==> src/rtl/mulseq_pkg.sv <==
package mulseq_pkg;
  typedef enum logic [2:0] {
    ST_IDLE  = 3'd0,
    ST_MUL   = 3'd1,
    ST_CHK_B = 3'd2,
    ST_SUB_A = 3'd3,
    ST_CHK_A = 3'd4,
    ST_SUB_B = 3'd5,
    ST_DONE  = 3'd6
  } seq_state_e;
endpackage

==> src/rtl/mulseq_array.sv <==
module mulseq_array #(
  parameter int W = 8
) (
  input  logic [W-1:0]   a_i,
  input  logic [W-1:0]   b_i,
  output logic [2*W-1:0] p_o
);
  localparam int PW = 2 * W;

  logic [PW-1:0] pp [W];

  for (genvar i = 0; i < W; i++) begin : g_pp
    assign pp[i] = b_i[i] ? (PW'(a_i) << i) : '0;
  end

  always_comb begin
    p_o = '0;
    for (int i = 0; i < W; i++) p_o = p_o + pp[i];
  end
endmodule

==> src/rtl/mulseq_hisub.sv <==
module mulseq_hisub #(
  parameter int W = 8
) (
  input  logic [W-1:0] hi_i,
  input  logic [W-1:0] sub_i,
  input  logic         en_i,
  output logic [W-1:0] hi_o
);
  // modulo 2^W, borrow dropped
  assign hi_o = en_i ? (hi_i - sub_i) : hi_i;
endmodule

==> src/rtl/mulseq_ctrl.sv <==
module mulseq_ctrl
  import mulseq_pkg::*;
(
  input  logic       clk_i,
  input  logic       rst_ni,
  input  logic       start_i,
  input  logic       signed_i,
  output logic       accept_o,
  output seq_state_e state_o
);
  seq_state_e state_q, state_d;

  assign accept_o = start_i && (state_q == ST_IDLE || state_q == ST_DONE);

  always_comb begin
    state_d = state_q;
    unique case (state_q)
      ST_IDLE, ST_DONE: state_d = (accept_o && signed_i) ? ST_MUL : ST_IDLE;
      ST_MUL:           state_d = ST_CHK_B;
      ST_CHK_B:         state_d = ST_SUB_A;
      ST_SUB_A:         state_d = ST_CHK_A;
      ST_CHK_A:         state_d = ST_SUB_B;
      ST_SUB_B:         state_d = ST_DONE;
      default:          state_d = ST_IDLE;
    endcase
  end

  always_ff @(posedge clk_i or negedge rst_ni) begin
    if (!rst_ni) state_q <= ST_IDLE;
    else         state_q <= state_d;
  end

  assign state_o = state_q;
endmodule

==> src/rtl/mulseq.sv <==
module mulseq
  import mulseq_pkg::*;
#(
  parameter int W = 8
) (
  input  logic         clk_i,
  input  logic         rst_ni,
  input  logic         start_i,
  input  logic         signed_i,
  input  logic [W-1:0] op_a_i,
  input  logic [W-1:0] op_b_i,
  output logic [W-1:0] prod_hi_o,
  output logic [W-1:0] prod_lo_o,
  output logic         busy_o,
  output logic         done_o
);
  localparam int PW = 2 * W;

  seq_state_e    state;
  logic          accept;
  logic [W-1:0]  a_q, b_q, hi_q, lo_q;
  logic          done_u_q;
  logic [W-1:0]  mul_a, mul_b, sub_val, hi_new;
  logic          sub_en;
  logic [PW-1:0] mul_p;

  mulseq_ctrl u_ctrl (
    .clk_i    (clk_i),
    .rst_ni   (rst_ni),
    .start_i  (start_i),
    .signed_i (signed_i),
    .accept_o (accept),
    .state_o  (state)
  );

  // MUL state reuses captured operands; otherwise the live inputs (unsigned path)
  assign mul_a = (state == ST_MUL) ? a_q : op_a_i;
  assign mul_b = (state == ST_MUL) ? b_q : op_b_i;

  mulseq_array #(.W(W)) u_array (
    .a_i (mul_a),
    .b_i (mul_b),
    .p_o (mul_p)
  );

  assign sub_val = (state == ST_SUB_A) ? a_q : b_q;
  assign sub_en  = (state == ST_SUB_A) ? b_q[W-1] : a_q[W-1];

  mulseq_hisub #(.W(W)) u_hisub (
    .hi_i  (hi_q),
    .sub_i (sub_val),
    .en_i  (sub_en),
    .hi_o  (hi_new)
  );

  always_ff @(posedge clk_i or negedge rst_ni) begin
    if (!rst_ni) begin
      a_q      <= '0;
      b_q      <= '0;
      hi_q     <= '0;
      lo_q     <= '0;
      done_u_q <= 1'b0;
    end else begin
      done_u_q <= accept && !signed_i;
      if (accept && signed_i) begin
        a_q <= op_a_i;
        b_q <= op_b_i;
      end
      if (accept && !signed_i) begin
        {hi_q, lo_q} <= mul_p;
      end else if (state == ST_MUL) begin
        {hi_q, lo_q} <= mul_p;
      end else if (state == ST_SUB_A || state == ST_SUB_B) begin
        hi_q <= hi_new;
      end
    end
  end

  assign prod_hi_o = hi_q;
  assign prod_lo_o = lo_q;
  assign busy_o    = (state != ST_IDLE) && (state != ST_DONE);
  assign done_o    = done_u_q || (state == ST_DONE);
endmodule

==> config.mk <==
export PLATFORM = sky130hd
export DESIGN_NAME = mulseq
export DESIGN_NICKNAME = d
export VERILOG_FILES = /design/src/rtl/mulseq_pkg.sv /design/src/rtl/mulseq_array.sv /design/src/rtl/mulseq_hisub.sv /design/src/rtl/mulseq_ctrl.sv /design/src/rtl/mulseq.sv
export SDC_FILE = /design/constraint.sdc
export NUM_CORES = 1
export LEC_CHECK = 0
export BUFFER_PORTS_ARGS = -buffer_cell sky130_fd_sc_hd__buf_2
export CORE_MARGIN = 1
export CORE_UTILIZATION = 40
export DETAILED_ROUTE_END_ITERATION = 12
export PLACE_DENSITY = 0.64
export SYNTH_ARGS = -nofsm -noshare
export SYNTH_HDL_FRONTEND = slang
export SYNTH_SLANG_ARGS = --single-unit
==> constraint.sdc <==
create_clock -name clk_i -period 14.8 [get_ports clk_i]
set_input_delay 0 -clock clk_i [delete_from_list [all_inputs] [get_ports clk_i]]
set_output_delay 0 -clock clk_i [all_outputs]
set_load 0.03 [all_outputs]
* Yosys cells after proc, flatten, opt, wreduce, memory -nomap -nowiden
Index checks and enable logic that the tools add are counted.
Operators by class: shift-type cells 0, multiply operators 0, reductions and logical operators 15, equality and inequality tests 7, bitwise operators 0, magnitude comparators 0, mux-type cells 20, add/subtract/negate cells 8, div/mod/pow operators 0
Operators with widths (count):
- $mux 8 | 10
- $add 16x16->16 | 3
- $pmux 3 s6 | 1
- $add 16x12->16 | 1
- $add 16x13->16 | 1
- $add 16x14->16 | 1
- $add 16x15->16 | 1
- $mux 15 | 1
- $mux 14 | 1
- $mux 13 | 1
- $mux 12 | 1
- $mux 11 | 1
- $mux 10 | 1
- $eq 3x3->1 const B | 3
- $mux 9 | 1
- $reduce_bool 3->1 | 3
- $sub 8x8->8 | 1
- $eq 3x2->1 const B | 2
- $logic_and 1x1->1 | 4
- $eq 3x1->1 const B | 1
- $logic_not 3->1 | 1
- $logic_or 1x1->1 | 3
- $ne 3x3->1 const B | 1
- $mux 1 | 2
- other kinds (4) | 4
Word-level totals: memories kept 0, logic and storage cells 56, bits in read-only memories 0, memory bits (writable) 0, input port bits 20, bits in latches 0, bits in registers 36

* Depth between registers and ports, before layout
depth after elaboration 12, gate-level depth with buffers 22

* Cells and area by module
Synthesis repeated with hierarchy kept, for this count alone.
Second synthesis, totals: cells, all modules 449, area, all modules 4259.1 um^2
Modules (own cells, without submodules):
- mulseq_array | area an instance 1940.6 um^2, cells an instance 209, times used 1, seq. area each 0.0 um^2
- mulseq | area an instance 1725.4 um^2, cells an instance 169, times used 1, seq. area each 825.8 um^2
- mulseq_hisub | area an instance 467.9 um^2, cells an instance 60, times used 1, seq. area each 0.0 um^2
- mulseq_ctrl | area an instance 125.1 um^2, cells an instance 11, times used 1, seq. area each 75.1 um^2

* Worst setup path before layout
Ideal clock, no wire load.
kind register to register, start register u_ctrl.state_q[1] (netlist: u_ctrl.state_o[1]), end register hi_q[4] (netlist: prod_hi_o[4]), stages on the path, launching flop included 21, buffers on the path 3, slack 9.703 ns, data required time 14.674 ns, data arrival time 4.971 ns, period minus slack after synthesis 5.097 ns, path through dfrtp_1 -> buf_4 -> nor3b_4 -> buf_6 -> buf_6 -> mux2i_1 -> nor2_1 -> fa_1 -> inv_1 -> fa_1 -> inv_1 -> fa_1 -> inv_1 -> fa_1 -> inv_1 -> ha_1 -> nand2_1 -> o31ai_1 -> a21oi_1 -> xnor2_1 -> a221o_1
On the way: cells in the longest elaborated chain, start to end 12
Ends and longest elaborated chain:
- start: declaration | RTL line mulseq_ctrl.sv:11 | seq_state_e state_q, state_d;
- start signal: assignment | RTL line mulseq_ctrl.sv:30 | else state_q <= state_d;
- $eq 3x1->1 | RTL line mulseq.sv:37, mulseq.sv:38, mulseq.sv:71
- $mux 8 (on tied branches) | RTL line mulseq.sv:37, mulseq.sv:38
- $mux 8 or $mux 9 (tied branches) | RTL line mulseq_array.sv:13 | assign pp[i] = b_i[i] ? (PW'(a_i) << i) : '0;
- $add 16x16->16 (3 in a row) | RTL line mulseq_array.sv:18 | for (int i = 0; i < W; i++) p_o = p_o + pp[i];
- $add 16x12->16 | RTL line mulseq_array.sv:18
- $add 16x13->16 | RTL line mulseq_array.sv:18
- $add 16x14->16 | RTL line mulseq_array.sv:18
- $add 16x15->16 | RTL line mulseq_array.sv:18
- $mux 8 | RTL line mulseq.sv:71 | end else if (state == ST_MUL) begin
- $mux 8 | RTL line mulseq.sv:69 | if (accept && !signed_i) begin
- end signal: assignment | RTL line mulseq.sv:70 | {hi_q, lo_q} <= mul_p;
- end signal: assignment | RTL line mulseq.sv:72 | {hi_q, lo_q} <= mul_p;
- end signal: assignment | RTL line mulseq.sv:74 | hi_q <= hi_new;
- end: declaration | RTL line mulseq.sv:21 | logic [W-1:0] a_q, b_q, hi_q, lo_q;
Several ways; a longest one is shown, not always the timed one. The select of a mux whose other input is x is not followed. A chain may end at the register's enable or synchronous reset.

* Worst setup path in the final report
start register u_ctrl.state_q[1] (netlist: u_ctrl.state_o[1]), end register hi_q[7] (netlist: prod_hi_o[7])
Same word-level chain as after synthesis.

==> flow_summary.json <==
{
  "r2r_start": "u_ctrl.state_o[1]$_DFF_PN0_",
  "tightest_slew_ns": 1.03,
  "max_cap_violations": 0,
  "drv_slew": 0,
  "io_pins": 38,
  "yosysWarnings": 0,
  "hold_depth": 2,
  "period_needed_ns": 5.59,
  "clock-sinks": 36,
  "drt_iter0_drc": 137,
  "path_clk_slew_ns": 0.08,
  "avgSynthCellArea_um2": 10.0,
  "avgViaCountPerCell": 5.13,
  "antenna_cells": 0,
  "start_util_pct": 41.5,
  "grt_pass1_vias": 3112,
  "vias": 3025,
  "drive_gt1_share_pct": 19.7,
  "holdPathEnd": "b_q[3]$_DFFE_PN0P_",
  "synth_cells": 406,
  "die_h_um": 103,
  "fp.dieW_um": 103,
  "ctsRootBufferMaster": "clkbuf_8",
  "synth_common_cells": "inv_1, nor2_1, fa_1",
  "nFillCells": 933,
  "tns_ns": 0,
  "synthFlopType": "dfrtp_1",
  "placed_area_um2": 4330,
  "ant_nets": 0,
  "cts_resized": 0,
  "grt_usage_pct": 19.9,
  "rsz0062_at_grt": "no",
  "r2r_slack_ns": 9.21,
  "status": "complete, no violations",
  "slew_headroom_pct": 31.1,
  "crit_fanout": 30,
  "clk_latency_ns": 0.29,
  "coreArea_um2": 9820,
  "synth_area_leaders": "dfrtp_1, fa_1, ha_1",
  "cp_slowest_cell": "fa_1",
  "port_buffers": 37,
  "crit_type": "reg2reg",
  "max_freq_ghz": 0.179,
  "worstHoldStart": "op_b_i[3]",
  "grt_pass1_wl_um": 15800,
  "crit_top_cell": "fa_1",
  "synth_top_area_share_pct": 22.1,
  "syn_area_um2": 4080,
  "yosysMostFrequentCell": "inv_1",
  "drt_wl_total_um": 9550,
  "synth_top_area_cell": "dfrtp_1",
  "slowest_delay_ns": 0.55,
  "gp_congestion": 0.921,
  "yosysSeqAreaShare_pct": 22.1,
  "synth_fp_nets": 503,
  "synthArstFlopShare_pct": 100,
  "cp.arrival_ns": 5.74,
  "area_growth_pct": 12.1,
  "final_area_um2": 4570,
  "cp-start-kind": "register",
  "numCtsBuffers": 5,
  "grt_max_degree": 37,
  "timing.rr.end": "prod_hi_o[7]$_DFFE_PN0P_",
  "synth_edf_count": 0,
  "gr-total-overflow": 0,
  "fin_crit_sh_pct": 37.8,
  "antenna_found_initial": 0,
  "row_count": 36,
  "worstPathCellList": "nor3b_4 > buf_4 > mux2i_1 > nor2_1 > fa_1 > fa_1 > inv_1 > fa_1 > inv_1 > ha_1 > ha_1 > inv_1 > fa_1 > nand2b_1 > a21oi_1 > a21oi_1 > o21ai_0 > xnor2_1 > mux2i_1",
  "ys_ff_latch": 36,
  "end_kind": "register",
  "drc": 0,
  "whs_ns": 0.0136,
  "clock_path_buffers": 2,
  "hold_viol": 0,
  "clock_skew_ns": 0.00827,
  "firstDrtPassIters": 4,
  "synth_cell_types": 41,
  "die_area_um2": 10600,
  "fin_nets": 553,
  "ff2ff_path_depth": 19,
  "htree_num_levels": 2,
  "final-setup-viol-count": 0,
  "timing.hold.worst.class": "in2reg",
  "cp.required_ns": 14.94,
  "dpl.hpwl_um": 7830,
  "post_drt_wl_per_cell_um": 16.2,
  "cts_tree": "built"
}
[timing repair]
action | in CTS | in global routing
hold endpoints to repair | 49 | 1
buffers inserted | 0 | 0
hold buffers | 14 | 1
[metal layers]
layer	share of wire, %	vias to the layer above	GRT usage [%]	wire length (µm)
met1	46	1493	27.2	4400
met5	0	-	0	0
met3	3.3	17	1.97	319
li1	-	1451	-	-
met2	48	64	33.2	4600
met4	2.5	0	6.28	235
[registers in the layout, indices dropped and copies added (netlist names)]
signal,cells
done_u_q,1
prod_hi_o,8
a_q,8
b_q,8
u_ctrl.state_o,3
prod_lo_o,8
[worst max-delay path: cells and delay by family (launching register included)]
family	cells	cell delay, ns
AO/OA/AOI/OAI	3	0.68
multiplexers	2	0.58
flip-flops	1	0.51
adder cells (fa/ha/maj)	6	2.45
buffers and inverters	4	0.56
XOR/XNOR	1	0.15
AND/OR/NAND/NOR	3	0.50
[worst max path at each step]
stage / slack (ns) / endpoint / depth (start not counted) / start
2_1_floorplan: 9.70 / prod_hi_o[4]$_DFFE_PN0P_ / 20 / u_ctrl.state_o[1]$_DFF_PN0_
3_3_place_gp: 9.26 / prod_hi_o[7]$_DFFE_PN0P_ / 19 / u_ctrl.state_o[2]$_DFF_PN0_
3_5_place_dp: 9.18 / prod_hi_o[7]$_DFFE_PN0P_ / 19 / u_ctrl.state_o[2]$_DFF_PN0_
4_1_cts: 9.18 / prod_hi_o[7]$_DFFE_PN0P_ / 19 / u_ctrl.state_o[1]$_DFF_PN0_
5_1_grt: 8.82 / prod_hi_o[7]$_DFFE_PN0P_ / 19 / u_ctrl.state_o[1]$_DFF_PN0_
6_report: 9.21 / prod_hi_o[7]$_DFFE_PN0P_ / 19 / u_ctrl.state_o[1]$_DFF_PN0_
[stage by stage]
stage / utilization (%) / cells / worst slack (ns)
global route: 46.5 / 590 / 8.82
floorplan: - / 406 / 9.70
global placement: 44.1 / 567 / 9.26
detailed placement: 44.1 / 567 / 9.18
finish: 46.5 / 590 / 9.21
CTS: 46.4 / 589 / 9.18
[logic make-up after synthesis]
kind of cell | Yosys count | share of synthesized area [%]
and+or+nand+nor | 109 | 12.5
AOI/OAI and AO/OA | 49 | 7.74
xor gates and xnor gates | 14 | 3.01
muxes | 64 | 16.9
adders and majority gates | 77 | 30.8
buffers and inverters | 57 | 6.91
DFF | 36 | 22.1
[final cells by class]
| class | count | area [µm²] | share of cell area (%) |
|---|---|---|---|
| Multi-Input combinational cell | 313 | 2890 | 63.3 |
| Sequential cell | 36 | 901 | 19.7 |
| Timing Repair Buffer | 53 | 343 | 7.50 |
| Inverter | 47 | 176 | 3.86 |
| Tap cell | 133 | 166 | 3.64 |
| Clock buffer | 8 | 90.1 | 1.97 |
[layout by cell type, fill, tap and decap left out, types with 14 or more instances in the layout]
cell,instances
inv_1,47
nor2_1,43
fa_1,39
mux2_2,38
ha_1,38
nand2_1,37
buf_2,37
dfrtp_1,36
mux2i_1,26
a21oi_1,16
dlygate4sd3_1,15
o21ai_0,14
Power is not shown: default switching activity piles up to over one toggle a cycle in this logic, so the estimate is an artifact.
